$ cat src/rtl/pms_pkg.sv
package pms_pkg;
   typedef enum logic [2:0] {
      MODE_OFF      = 3'd0,
      MODE_STANDBY  = 3'd1,
      MODE_POWERING = 3'd2,
      MODE_READY    = 3'd3,
      MODE_PARKING  = 3'd4,
      MODE_SHUTDOWN = 3'd5
   } pms_mode_e;
endpackage

$ cat src/rtl/pms_in_filter.sv
module pms_in_filter #(
   parameter int SYNC_STAGES     = 2,
   parameter int DEBOUNCE_CYCLES = 4
) (
   input  logic clk,
   input  logic rst_n,
   input  logic raw_i,
   output logic filt_o
);
   logic [SYNC_STAGES-1:0] sync_q;
   logic                   synced;

   always_ff @(posedge clk or negedge rst_n) begin
      if (!rst_n) sync_q <= '0;
      else        sync_q <= {sync_q[SYNC_STAGES-2:0], raw_i};
   end
   assign synced = sync_q[SYNC_STAGES-1];

   generate
      if (DEBOUNCE_CYCLES <= 1) begin : g_nodb
         assign filt_o = synced;
      end else begin : g_db
         localparam int CW = $clog2(DEBOUNCE_CYCLES);
         localparam logic [CW-1:0] CNT_LAST = CW'(DEBOUNCE_CYCLES - 1);
         logic [CW-1:0] cnt_q;
         logic          filt_q;
         always_ff @(posedge clk or negedge rst_n) begin
            if (!rst_n) begin
               cnt_q  <= '0;
               filt_q <= 1'b0;
            end else if (synced == filt_q) begin
               cnt_q <= '0;
            end else if (cnt_q == CNT_LAST) begin
               cnt_q  <= '0;
               filt_q <= synced;
            end else begin
               cnt_q <= cnt_q + 1'b1;
            end
         end
         assign filt_o = filt_q;
      end
   endgenerate
endmodule

$ cat src/rtl/pms_fault_merge.sv
module pms_fault_merge #(
   parameter int N_RAILS = 4
) (
   input  logic [N_RAILS-1:0] uv_i,
   output logic               fault_o
);
   assign fault_o = |uv_i;
endmodule

$ cat src/rtl/pms_fsm.sv
module pms_fsm
   import pms_pkg::*;
#(
   parameter int N_RAILS        = 4,
   parameter int TIMEOUT_CYCLES = 64
) (
   input  logic               clk,
   input  logic               rst_n,
   input  logic               on_i,
   input  logic               brownout_i,
   input  logic               fault_i,
   input  logic [N_RAILS-1:0] rail_good_i,
   input  logic               park_done_i,
   output logic [N_RAILS-1:0] rail_en_o,
   output logic               park_req_o,
   output logic               ready_o,
   output logic               off_ready_o,
   output logic [2:0]         mode_o
);
   localparam int IW = $clog2(N_RAILS);
   localparam int TW = $clog2(TIMEOUT_CYCLES + 1);
   localparam logic [IW-1:0] IDX_LAST = IW'(N_RAILS - 1);
   localparam logic [TW-1:0] TMR_LAST = TW'(TIMEOUT_CYCLES - 1);
   localparam logic [N_RAILS-1:0] FIRST_RAIL = N_RAILS'(1);

   pms_mode_e          state_q, state_d;
   logic [N_RAILS-1:0] en_q, en_d;
   logic [IW-1:0]      idx_q, idx_d;
   logic [TW-1:0]      tmr_q, tmr_d;
   logic               seen_low_q, seen_low_d;

   always_comb begin
      state_d    = state_q;
      en_d       = en_q;
      idx_d      = idx_q;
      tmr_d      = tmr_q;
      seen_low_d = seen_low_q;
      case (state_q)
         MODE_OFF: begin
            if (on_i) state_d = MODE_STANDBY;
         end
         MODE_STANDBY: begin
            if (!on_i) begin
               state_d = MODE_OFF;
            end else if (!brownout_i) begin
               state_d = MODE_POWERING;
               en_d    = FIRST_RAIL;
               idx_d   = '0;
               tmr_d   = '0;
            end
         end
         MODE_POWERING: begin
            if (brownout_i || !on_i) begin
               state_d = MODE_PARKING;
            end else if (rail_good_i[idx_q]) begin
               tmr_d = '0;
               if (idx_q == IDX_LAST) begin
                  state_d = MODE_READY;
               end else begin
                  idx_d = idx_q + 1'b1;
                  en_d  = {en_q[N_RAILS-2:0], 1'b1};
               end
            end else if (tmr_q == TMR_LAST) begin
               state_d = MODE_PARKING;
            end else begin
               tmr_d = tmr_q + 1'b1;
            end
         end
         MODE_READY: begin
            if (brownout_i || fault_i || !on_i) state_d = MODE_PARKING;
         end
         MODE_PARKING: begin
            if (park_done_i) begin
               state_d    = MODE_SHUTDOWN;
               seen_low_d = 1'b0;
            end
         end
         MODE_SHUTDOWN: begin
            if (!on_i) seen_low_d = 1'b1;
            if (en_q != '0) begin
               en_d = en_q >> 1;
            end else if (on_i && seen_low_q) begin
               state_d = MODE_STANDBY;
            end
         end
         default: state_d = MODE_OFF;
      endcase
   end

   always_ff @(posedge clk or negedge rst_n) begin
      if (!rst_n) begin
         state_q    <= MODE_OFF;
         en_q       <= '0;
         idx_q      <= '0;
         tmr_q      <= '0;
         seen_low_q <= 1'b0;
      end else begin
         state_q    <= state_d;
         en_q       <= en_d;
         idx_q      <= idx_d;
         tmr_q      <= tmr_d;
         seen_low_q <= seen_low_d;
      end
   end

   assign rail_en_o   = en_q;
   assign park_req_o  = (state_q == MODE_PARKING);
   assign ready_o     = (state_q == MODE_READY);
   assign off_ready_o = (state_q == MODE_SHUTDOWN) && (en_q == '0);
   assign mode_o      = state_q;
endmodule

$ cat src/rtl/pwr_mode_seq.sv
module pwr_mode_seq #(
   parameter int N_RAILS         = 4,
   parameter int SYNC_STAGES     = 2,
   parameter int DEBOUNCE_CYCLES = 4,
   parameter int TIMEOUT_CYCLES  = 64
) (
   input  logic               clk,
   input  logic               rst_n,
   input  logic               on_req_i,
   input  logic               brownout_i,
   input  logic [N_RAILS-1:0] rail_uv_i,
   input  logic [N_RAILS-1:0] rail_good_i,
   input  logic               park_done_i,
   output logic [N_RAILS-1:0] rail_en_o,
   output logic               park_req_o,
   output logic               ready_o,
   output logic               off_ready_o,
   output logic               pwr_fault_o,
   output logic [2:0]         mode_o
);
   generate
      if (N_RAILS < 2 || N_RAILS > 16) begin : g_bad_rails
         $error("N_RAILS must lie in 2..16");
      end
      if (SYNC_STAGES < 2) begin : g_bad_sync
         $error("SYNC_STAGES must be at least 2");
      end
      if (TIMEOUT_CYCLES < 1) begin : g_bad_tmo
         $error("TIMEOUT_CYCLES must be at least 1");
      end
   endgenerate

   logic on_filt;
   logic fault;

   pms_in_filter #(
      .SYNC_STAGES    (SYNC_STAGES),
      .DEBOUNCE_CYCLES(DEBOUNCE_CYCLES)
   ) u_filter (
      .clk   (clk),
      .rst_n (rst_n),
      .raw_i (on_req_i),
      .filt_o(on_filt)
   );

   pms_fault_merge #(.N_RAILS(N_RAILS)) u_fault (
      .uv_i   (rail_uv_i),
      .fault_o(fault)
   );

   pms_fsm #(
      .N_RAILS       (N_RAILS),
      .TIMEOUT_CYCLES(TIMEOUT_CYCLES)
   ) u_fsm (
      .clk        (clk),
      .rst_n      (rst_n),
      .on_i       (on_filt),
      .brownout_i (brownout_i),
      .fault_i    (fault),
      .rail_good_i(rail_good_i),
      .park_done_i(park_done_i),
      .rail_en_o  (rail_en_o),
      .park_req_o (park_req_o),
      .ready_o    (ready_o),
      .off_ready_o(off_ready_o),
      .mode_o     (mode_o)
   );

   assign pwr_fault_o = fault;
endmodule

$ cat config.mk
export PLATFORM = sky130hd
export DESIGN_NAME = pwr_mode_seq
export DESIGN_NICKNAME = d
export VERILOG_FILES = /design/src/rtl/pms_pkg.sv /design/src/rtl/pms_in_filter.sv /design/src/rtl/pms_fault_merge.sv /design/src/rtl/pms_fsm.sv /design/src/rtl/pwr_mode_seq.sv
export SDC_FILE = /design/constraint.sdc
export NUM_CORES = 1
export LEC_CHECK = 0
export BUFFER_PORTS_ARGS = -buffer_cell sky130_fd_sc_hd__buf_2
export CAP_MARGIN = 20
export CORE_AREA = 5 5 55 57
export CTS_CLUSTER_DIAMETER = 50
export DETAILED_ROUTE_END_ITERATION = 10
export DIE_AREA = 0 0 60 62
export PLACE_DENSITY = 0.87
export SETUP_SLACK_MARGIN = 0.15
export SLEW_MARGIN = 10
export SYNTH_ARGS = -nofsm -noshare
export SYNTH_HDL_FRONTEND = slang
export SYNTH_HIERARCHICAL = 1
export SYNTH_SLANG_ARGS = --single-unit
$ cat constraint.sdc
create_clock -name clk -period 2.5 [get_ports clk]
set_input_delay 0.125 -clock clk [delete_from_list [all_inputs] [get_ports clk]]
set_output_delay 0.125 -clock clk [all_outputs]
set_load 0.005 [all_outputs]
==> impl_metrics.ini, run 1 <==
[routing]
wl_met3_um = 100
wirelength_met1_um = 1230
routed.top_layer = met4
vias = 1059
met2RoutedLength_um = 1310
post_dr_wirelength_cell_um = 14.7
drt-vias-per-instance = 5.88
drt-pass1-iter-count = 4
drt-total-wl_um = 2650
drc = 0
route.antenna.remaining_nets = 0
drt-initial-drc-count = 71

[global_routing]
grt_pass1_vias = 970
grt.overflow.total = 0
grt_first_pass_wirelength_um = 4290
grt.total_usage_pct = 15.3
maximum_number_of_pins_on_one_net_before_global_route_repair = 23
antenna_found_initial = 0

[synthesis]
area_share_of_fa_ha_maj_cells_after_synthesis_pct = 2.92
asyncSetResetFlopFracSynth_pct = 100
synth_cell_types = 45
synth_top_flop_cell = sky130_fd_sc_hd__dfrtp_1
synth_seq_area_share_pct = 42.8
synth-edff-count = 0
biggest_area_consumer_among_synthesized_cells = sky130_fd_sc_hd__dfrtp_1
dominant_combinational_cell_family_by_area_after_synthesis = simple AND/OR/NAND/NOR gates
yosysTopAreaCellShare_pct = 42.8
synth_compound_gate_area_share_pct = 17.9
most_area_consuming_cells_after_synthesis = sky130_fd_sc_hd__dfrtp_1, sky130_fd_sc_hd__mux2_2, sky130_fd_sc_hd__o21ai_0, sky130_fd_sc_hd__a21oi_1, sky130_fd_sc_hd__ha_1
netlist_area_um2 = 1290
number_of_warnings_reported_in_the_yosys_synthesis_log = 6
post_synth_inst_count = 123
synth-simple-area-share_pct = 22.5
mappedNetlistNets = 139
syn-mean-instance-area_um2 = 10.5
yosys_register_bits = 22
synth_top_cells_by_count = sky130_fd_sc_hd__dfrtp_1, sky130_fd_sc_hd__nand2_1, sky130_fd_sc_hd__o21ai_0, sky130_fd_sc_hd__a21oi_1, sky130_fd_sc_hd__nor2_1
muxShareOfSynthArea_pct = 10.3
yosys.area_share.xor_xnor_pct = 0.681
leading_cell_type_by_number_of_instances_after_synthesis = sky130_fd_sc_hd__dfrtp_1

[pwr]
power.density_nw_per_um2 = 850
design_power_total_uw = 1250
cellLeakagePower_uw = 0.000667
peakVddDrop_v = 0.000451

[cells_and_area]
diodes = 0
area_growth_pct = 14.7
nFillCells = 218
layout-drive-gt1-share_pct = 30.0
final_util_pct = 60.6
final_nets = 168
finalNonFillerCells = 180

[floorplanning]
fp.dieArea_um2 = 3720
placement_rows = 18
io_pins = 24
core_area_um2 = 2430
die_h_um = 62
chipWidth_um = 60
start_util_pct = 52.9

[cts]
clockRootBuffer = sky130_fd_sc_hd__clkbuf_4
clk_path_buf_depth = 2
cts_made_buffers = 3
cts.reportedPaths.clkPinSlew_ps = 110
worstSkewPairLatency_ps = 300
cts_tree = built
postCtsSetupRepairBufs = 0
cts.sink_count = 22
cts-htree-levels = 1

[sta]
timing.final.crit_share_pct = 87.3
unrepaired_setup_endpoints_after_global_routing = no
timing.setup.tns_ps = 0
timing.final.crit_period_ps = 2180
max_clock_freq_mhz = 458
slew_headroom_pct = 66.8
report.final.setup_viol = 0
finalHoldViolations = 0
timing_worst_slew_pin_value_ps = 498
final.setup_skew_ps = 5.53
finalMaxSlewViolations = 0

[critical_path]
cp.arrival_ps = 2370
crit_path_start_kind = flip-flop
largest_fanout_on_the_critical_path = 5
regToRegSetupSlack_ps = 320
critPathRequiredTime_ps = 2680
crit_type = flip-flop to flip-flop
cp-end-kind = flip-flop

[place]
port_buffers = 23
placed_cells_incl_taps = 175
place.detailed.hpwl_um = 1990
gp_congestion = 0.845

[min_path]
hold_path_class = input port to flip-flop

[job]
max_cap_violations = 0

[outcome]
status = finished clean
cell type report:
class                           count  area [um2]  share of cell area, %
Inverter                            3        11.3                  0.763
Sequential cell                    22         551                   37.3
Multi-Input combinational cell     95         703                   47.7
Timing Repair Buffer               27         150                   10.2
Clock buffer                        3        22.5                   1.53
Tap cell                           30        37.5                   2.54
what timing repair did:
action	4_1_cts	5_1_grt
gates resized for setup	0	1
hold buffers	2	0
setup endpoints to repair	0	3
endpoints found under the hold margin	23	0
kinds of logic after synthesis:
kind of cell | Yosys count
compound gates | 35
xor+xnor | 1
fa+ha+maj | 3
buf+inv | 6
flops | 22
mux | 11
simple gates | 45
path summary, 6_finish.rpt:
check,start,cells after the start,endpoint
worst max register to register,u_fsm/idx_q[1],5,u_fsm/mode_o[2]
min in group asynchronous,rst_n,2,u_filter/filt_o
max in group asynchronous,rst_n,2,u_fsm/tmr_q[5]
worst max-delay path,u_fsm/idx_q[1],5,u_fsm/mode_o[2]
worst min register to register,u_filter/sync_q[0],0,u_filter/sync_q[1]
worst min-delay path,park_done_i,4,u_fsm/seen_low_q
cell usage in the layout (no fill, tap or decap), types with 2 or more instances in the layout:
cell,netlist,routed
sky130_fd_sc_hd__buf_2,0,23
sky130_fd_sc_hd__nand3_1,2,2
sky130_fd_sc_hd__nor3_2,3,3
sky130_fd_sc_hd__o31ai_1,2,2
sky130_fd_sc_hd__a211oi_2,1,2
sky130_fd_sc_hd__nand2_1,9,9
sky130_fd_sc_hd__o21ai_0,9,9
sky130_fd_sc_hd__mux2_1,3,3
sky130_fd_sc_hd__o21ai_1,2,2
sky130_fd_sc_hd__dlygate4sd3_1,0,2
sky130_fd_sc_hd__mux2_2,5,5
sky130_fd_sc_hd__mux2i_1,2,2
sky130_fd_sc_hd__buf_4,2,2
sky130_fd_sc_hd__ha_1,3,3
sky130_fd_sc_hd__nor3b_1,2,2
sky130_fd_sc_hd__dfrtp_1,22,22
sky130_fd_sc_hd__nor2_1,7,7
sky130_fd_sc_hd__a41oi_1,2,2
sky130_fd_sc_hd__inv_1,3,3
sky130_fd_sc_hd__nor3_1,3,3
sky130_fd_sc_hd__nand2b_1,3,3
sky130_fd_sc_hd__a22o_1,3,3
sky130_fd_sc_hd__and3_1,2,2
sky130_fd_sc_hd__clkbuf_4,0,3
sky130_fd_sc_hd__a21oi_1,8,8
sky130_fd_sc_hd__nand3b_1,2,2
per-layer routing:
metal	GRT usage (%)	vias up
li1	-	516
met5	0	-
met4	7.91	0
met2	24.7	24
met3	2.27	2
met1	19.9	517
worst max-delay path, stage by stage, from the launching register on:
cell,delay [ps]
sky130_fd_sc_hd__dfrtp_1,460
sky130_fd_sc_hd__mux2_1,340
sky130_fd_sc_hd__a2bb2oi_1,360
sky130_fd_sc_hd__nor3_2,140
sky130_fd_sc_hd__nor4_4,390
sky130_fd_sc_hd__mux2_1,370
registers in the layout (all words and copies together) (netlist names):
register             flops
u_fsm/tmr_q              7
u_fsm/rail_en_o          4
u_fsm/mode_o             3
u_filter/g_db.cnt_q      2
u_filter/filt_o          1
u_fsm/seen_low_q         1
u_fsm/idx_q              2
u_filter/sync_q          2
where the power goes:
| part | internal, uW | switching (uW) | total [uW] | leakage [uW] |
|---|---|---|---|---|
| registers | 438 | 130 | 569 | 0.000289 |
| logic | 270 | 262 | 532 | 0.000364 |
| clock network | 56.1 | 97.4 | 153 | 0.0000138 |
stage by stage:
step	setup WS (ps)	instance area (um2)	hold slack, ps
3_5_place_dp	259	1430	122
6_report	317	1480	190
2_1_floorplan	449	1290	-171
3_3_place_gp	341	1430	110
4_1_cts	240	1470	173
5_1_grt	208	1480	175
(Power assumes the default switching activity.)
==> inputs of run 2 (changes only) <==
Settings changed: CORE_AREA 5 5 55 57 to 5 5 56 58, DIE_AREA 0 0 60 62 to 0 0 61 63, PLACE_DENSITY 0.87 to 0.86, SYNTH_HIERARCHICAL 1 to default.
==> impl_metrics.ini, run 2 <==
[outcome]
status = finished clean

[cts]
worstSkewPairLatency_ps = 320
clockRootBuffer = sky130_fd_sc_hd__clkbuf_4
cts_made_buffers = 3
cts.sink_count = 22
clk_path_buf_depth = 2
postCtsSetupRepairBufs = 0
cts-htree-levels = 1
cts.reportedPaths.clkPinSlew_ps = 130
cts_tree = built

[floorplanning]
core_area_um2 = 2620
io_pins = 24
placement_rows = 19
die_h_um = 63
start_util_pct = 50.3
fp.dieArea_um2 = 3840
chipWidth_um = 61

[pwr]
clock_power_share_pct = 19.8
power.density_nw_per_um2 = 903
power.internal_uw = 876
comb_power_share_pct = 40.8
p_switching_uw = 525
power.sequential.fraction_pct = 39.4
switching_share_pct = 37.5
peakVddDrop_v = 0.000608
cellLeakagePower_uw = 0.000712

[synthesis]
synth_top_flop_cell = sky130_fd_sc_hd__dfrtp_1
asyncSetResetFlopFracSynth_pct = 100
leading_cell_type_by_number_of_instances_after_synthesis = sky130_fd_sc_hd__dfrtp_1
yosysTopAreaCellShare_pct = 41.9
most_area_consuming_cells_after_synthesis = sky130_fd_sc_hd__dfrtp_1, sky130_fd_sc_hd__mux2_2, sky130_fd_sc_hd__nor2_1, sky130_fd_sc_hd__ha_1, sky130_fd_sc_hd__nor2b_1
synth-edff-count = 0
yosys_register_bits = 22
mappedNetlistNets = 145
synth_top_cells_by_count = sky130_fd_sc_hd__dfrtp_1, sky130_fd_sc_hd__nor2_1, sky130_fd_sc_hd__nand2_1, sky130_fd_sc_hd__o21ai_1
post_synth_inst_count = 129
synth_cell_types = 47
netlist_area_um2 = 1320
number_of_warnings_reported_in_the_yosys_synthesis_log = 0
synth_seq_area_share_pct = 41.9
biggest_area_consumer_among_synthesized_cells = sky130_fd_sc_hd__dfrtp_1
syn-mean-instance-area_um2 = 10.2

[place]
gp_congestion = 0.814
placed_cells_incl_taps = 181
port_buffers = 23
placement.setup.worst_slack_ps = 328
place.detailed.hpwl_um = 2300

[cells_and_area]
layout_commonest_cell = sky130_fd_sc_hd__buf_2
final_nets = 174
flip_flop_count_of_the_largest_register_after_layout = 7
layout-drive-gt1-share_pct = 27.4
area_growth_pct = 18.0
regMostFlops = u_fsm.tmr_q
finalNonFillerCells = 188
most-common-layout-cells = sky130_fd_sc_hd__buf_2, sky130_fd_sc_hd__dfrtp_1, sky130_fd_sc_hd__nor2_1, sky130_fd_sc_hd__nand2_1, sky130_fd_sc_hd__o21ai_1
final_util_pct = 59.3
diodes = 0

[routing]
drt-total-wl_um = 2980
drt-pass1-iter-count = 4
drt-initial-drc-count = 35
post_dr_wirelength_cell_um = 15.8
route.antenna.remaining_nets = 0
drt-vias-per-instance = 6.01
drc = 0
vias = 1130

[critical_path]
regToRegSetupSlack_ps = 340
critPathRequiredTime_ps = 2710
crit_type = flip-flop to flip-flop
crit_path_start_kind = flip-flop
cp-end-kind = flip-flop
cp.arrival_ps = 2370
largest_fanout_on_the_critical_path = 15

[sta]
final.setup_skew_ps = 8.17
fin_ws_ps = 341
timing.setup.tns_ps = 0
finalHoldViolations = 0
timing.final.crit_share_pct = 86.4
timing_worst_slew_pin_value_ps = 723
unrepaired_setup_endpoints_after_global_routing = no
finalMaxSlewViolations = 0
max_clock_freq_mhz = 463
report.final.setup_viol = 0
slew_headroom_pct = 51.7
timing.final.crit_period_ps = 2160

[min_path]
hold_path_class = input port to asynchronous set/reset pin

[global_routing]
grt.overflow.total = 0
maximum_number_of_pins_on_one_net_before_global_route_repair = 23
antenna_found_initial = 0
grt_use_met1_pct = 21.5
gr-max-usage-layer = met2
grt.total_usage_pct = 17.2
grt_first_pass_wirelength_um = 5110
use_met2_pct = 28.3
globalRouteMet3Util_pct = 3.10
grt_pass1_vias = 1167

[job]
max_cap_violations = 0
run 2: cell families (layout without fill, tap and decap cells):
| kind of cell | Yosys count | count (layout) | share of synthesized area [%] |
|---|---|---|---|
| simple gates | 55 | 55 | 25.2 |
| compound gates | 30 | 30 | 15.7 |
| fa+ha+maj | 3 | 3 | 2.85 |
| xor+xnor | 2 | 2 | 1.33 |
| mux | 12 | 12 | 11.4 |
| buf+inv | 5 | 33 | 1.62 |
| flops | 22 | 22 | 41.9 |
run 2: what timing repair did:
| item | 4_1_cts | 5_1_grt |
|---|---|---|
| endpoints found under the setup margin | 0 | 4 |
| hold endpoints to repair | 24 | 0 |
| hold buffers | 3 | 0 |
| resized for setup | 0 | 2 |
run 2: per-layer routing:
metal	vias to the layer above	wire (um)
met1	550	1210
met2	31	1550
met3	7	161
met4	0	58
met5	-	0
li1	542	-
run 2: path summary, 6_finish.rpt:
kind,start,end,cells past startpoint
hold reg to reg,u_filter.sync_q[0],u_filter.sync_q[1],0
setup / recovery,u_fsm.mode_o[0],u_fsm.rail_en_o[2],5
setup reg to reg,u_fsm.mode_o[0],u_fsm.rail_en_o[2],5
hold / removal,rst_n,u_filter.sync_q[0],2
min in group clk,rail_good_i[3],u_fsm.idx_q[1],5
max in group asynchronous,rst_n,u_fsm.mode_o[1],2
run 2: through the flow:
step	power, uW	hold WS [ps]	area (um2)
2_1_floorplan	959	-171	1320
3_3_place_gp	1080	107	1470
3_5_place_dp	1120	116	1470
4_1_cts	1400	301	1550
5_1_grt	1510	336	1550
6_report	1400	288	1550
run 2: power by group through the flow:
stage          clock network (uW)  registers, uW  logic [uW]
5_1_grt                       297            571         637
2_1_floorplan                   0            508         450
3_5_place_dp                    0            556         566
6_report                      277            552         572
4_1_cts                       278            548         576
3_3_place_gp                    0            545         539
run 2: critical path: stages, from the launching register on:
cell,delay (ps)
sky130_fd_sc_hd__dfrtp_2,520
sky130_fd_sc_hd__or3b_2,530
sky130_fd_sc_hd__a221oi_2,300
sky130_fd_sc_hd__nor3_1,150
sky130_fd_sc_hd__o21ai_1,190
sky130_fd_sc_hd__mux2_1,350
run 2: final cells by class:
cell class	instances	area, um2
clock buffer	3	22.5
inverter	1	3.75
timing repair buffer	28	160
tap	31	38.8
sequential	22	553
fill	237	1060
clock inverter	1	30.0
multi-input combinational	102	743
==> inputs of run 3 (changes only) <==
Settings changed: CELL_PAD_IN_SITES_DETAIL_PLACEMENT from default to 1, CELL_PAD_IN_SITES_GLOBAL_PLACEMENT from default to 2, CORE_AREA 5 5 56 58 to 5 5 69 71, DIE_AREA 0 0 61 63 to 0 0 74 76.
==> impl_metrics.ini, run 3 (synthesized netlist as in run 2, its figures left out) <==
[floorplanning]
placement_rows = 24
die_h_um = 76
start_util_pct = 31.5
io_pins = 24
chipWidth_um = 74
core_area_um2 = 4170
fp.dieArea_um2 = 5620

[global_routing]
grt_first_pass_wirelength_um = 5750
grt.total_usage_pct = 12.8
maximum_number_of_pins_on_one_net_before_global_route_repair = 23
grt.overflow.total = 0
antenna_found_initial = 0
grt_pass1_vias = 1223

[cells_and_area]
final_nets = 173
area_growth_pct = 21.0
diodes = 0
layout_commonest_cell = sky130_fd_sc_hd__buf_2
layout-drive-gt1-share_pct = 28.2
flip_flop_count_of_the_largest_register_after_layout = 7
most-common-layout-cells = sky130_fd_sc_hd__buf_2, sky130_fd_sc_hd__dfrtp_1, sky130_fd_sc_hd__nor2_1, sky130_fd_sc_hd__nand2_1, sky130_fd_sc_hd__o21ai_1
final_design_area_no_fill_um2 = 1590
regMostFlops = u_fsm.tmr_q

[place]
gp_congestion = 0.836
place.detailed.hpwl_um = 2560
port_buffers = 23
dpl-instance-area_um2 = 1490

[routing]
route.antenna.remaining_nets = 0
post_dr_wirelength_cell_um = 16.2
drt-total-wl_um = 3380
drc = 0
drt-initial-drc-count = 43
drt-vias-per-instance = 5.38
drt-pass1-iter-count = 2
vias = 1120

[critical_path]
critPathRequiredTime_ps = 2660
startpoint = u_fsm.tmr_q[1]
reg2reg_from = u_fsm.tmr_q[1]
critical_path.max_stage_delay_ps = 380
critical_path.n_buffers_inverters = 0
cp-end-kind = flip-flop
critical_path.cell_chain = ha_1 -> and4_1 -> nand3b_1 -> nor3b_4 -> nor3_2 -> mux2_4
largest_fanout_on_the_critical_path = 8
crit_type = flip-flop to flip-flop
worst_path_cell_with_the_longest_stage_delay = sky130_fd_sc_hd__dfrtp_1
worst_path_dominant_cell_family = simple AND/OR/NAND/NOR gates
cp.arrival_ps = 2380
crit_path_start_kind = flip-flop

[cts]
cts_tree = built
cts-htree-levels = 1
cts_made_buffers = 3
clk_path_buf_depth = 2
worstSkewPairLatency_ps = 270
cts.reportedPaths.clkPinSlew_ps = 90
clockRootBuffer = sky130_fd_sc_hd__clkbuf_8
cts.sink_count = 22
postCtsSetupRepairBufs = 0

[sta]
timing.final.crit_period_ps = 2220
max_clock_freq_mhz = 451
report.final.setup_viol = 0
timing_worst_slew_pin_value_ps = 538
finalHoldViolations = 0
unrepaired_setup_endpoints_after_global_routing = no
timing.setup.tns_ps = 0
final.setup_skew_ps = 8.16
post_route_worst_hold_slack_ps = 37.8
slew_headroom_pct = 64.1
timing.final.crit_share_pct = 88.8
finalMaxSlewViolations = 0

[min_path]
hold_path_class = input port to flip-flop
holdCritStartpoint = park_done_i

[pwr]
clock_power_share_pct = 22.8
power.density_nw_per_um2 = 932
p_switching_uw = 550
power.sequential.fraction_pct = 37.3
peakVddDrop_v = 0.000249
cellLeakagePower_uw = 0.000718
comb_power_share_pct = 39.9
switching_share_pct = 37.1
power.internal_uw = 934

[outcome]
status = finished clean

[job]
max_cap_violations = 0
run 3: worst paths after layout:
path | end | depth (start not counted) | slack [ps]
max | u_fsm.mode_o[1] | 6 | 280
min | u_fsm.seen_low_q | 2 | 40
max reg2reg | u_fsm.mode_o[1] | 6 | 280
min reg2reg | u_filter.sync_q[1] | 0 | 360
max in group asynchronous | u_fsm.mode_o[1] | 2 | 1740
min in group asynchronous | u_fsm.idx_q[1] | 2 | 370
run 3: final cells by class:
cell class,count,area (um2)
clock inverters,1,30.0
well taps,52,65.1
fillers,488,2580
repair buffers,27,150
clock buffers,3,41.3
flip-flops and latches,22,553
inverters,1,3.75
multi-input cells,102,748
run 3: through the flow:
step	power, uW	cells	utilization, %	worst slack (ps)
floorplan	959	129	-	593
detailed placement	1140	202	35.8	278
global route	1590	208	38.1	159
global placement	1110	202	35.8	371
finish	1480	208	38.1	281
CTS	1490	208	37.9	242
run 3: worst register-to-register path, delay by kind of cell (launching register included):
kind,cells,cell delay (ps)
and+or+nand+nor,4,1120
DFF,1,380
muxes,1,340
adders and majority gates,1,260
run 3: what timing repair did:
action,CTS,global route
endpoints found under the hold margin,23,0
setup endpoints to repair,0,3
hold buffers,2,0
gates resized for setup,0,3
run 3: power groups by stage:
stage	Sequential, uW	Clock, uW	Combinational, uW
3_3_place_gp	549	0	557
5_1_grt	570	366	659
6_report	554	338	592
2_1_floorplan	508	0	450
4_1_cts	548	343	597
3_5_place_dp	555	0	586
run 3: layer usage:
metal	vias to the layer above	global-route usage [%]	wire length, um
li1	540	-	-
met1	566	15.0	1430
met2	10	23.4	1820
met3	4	2.11	95
met4	0	3.26	35
met5	-	0	0
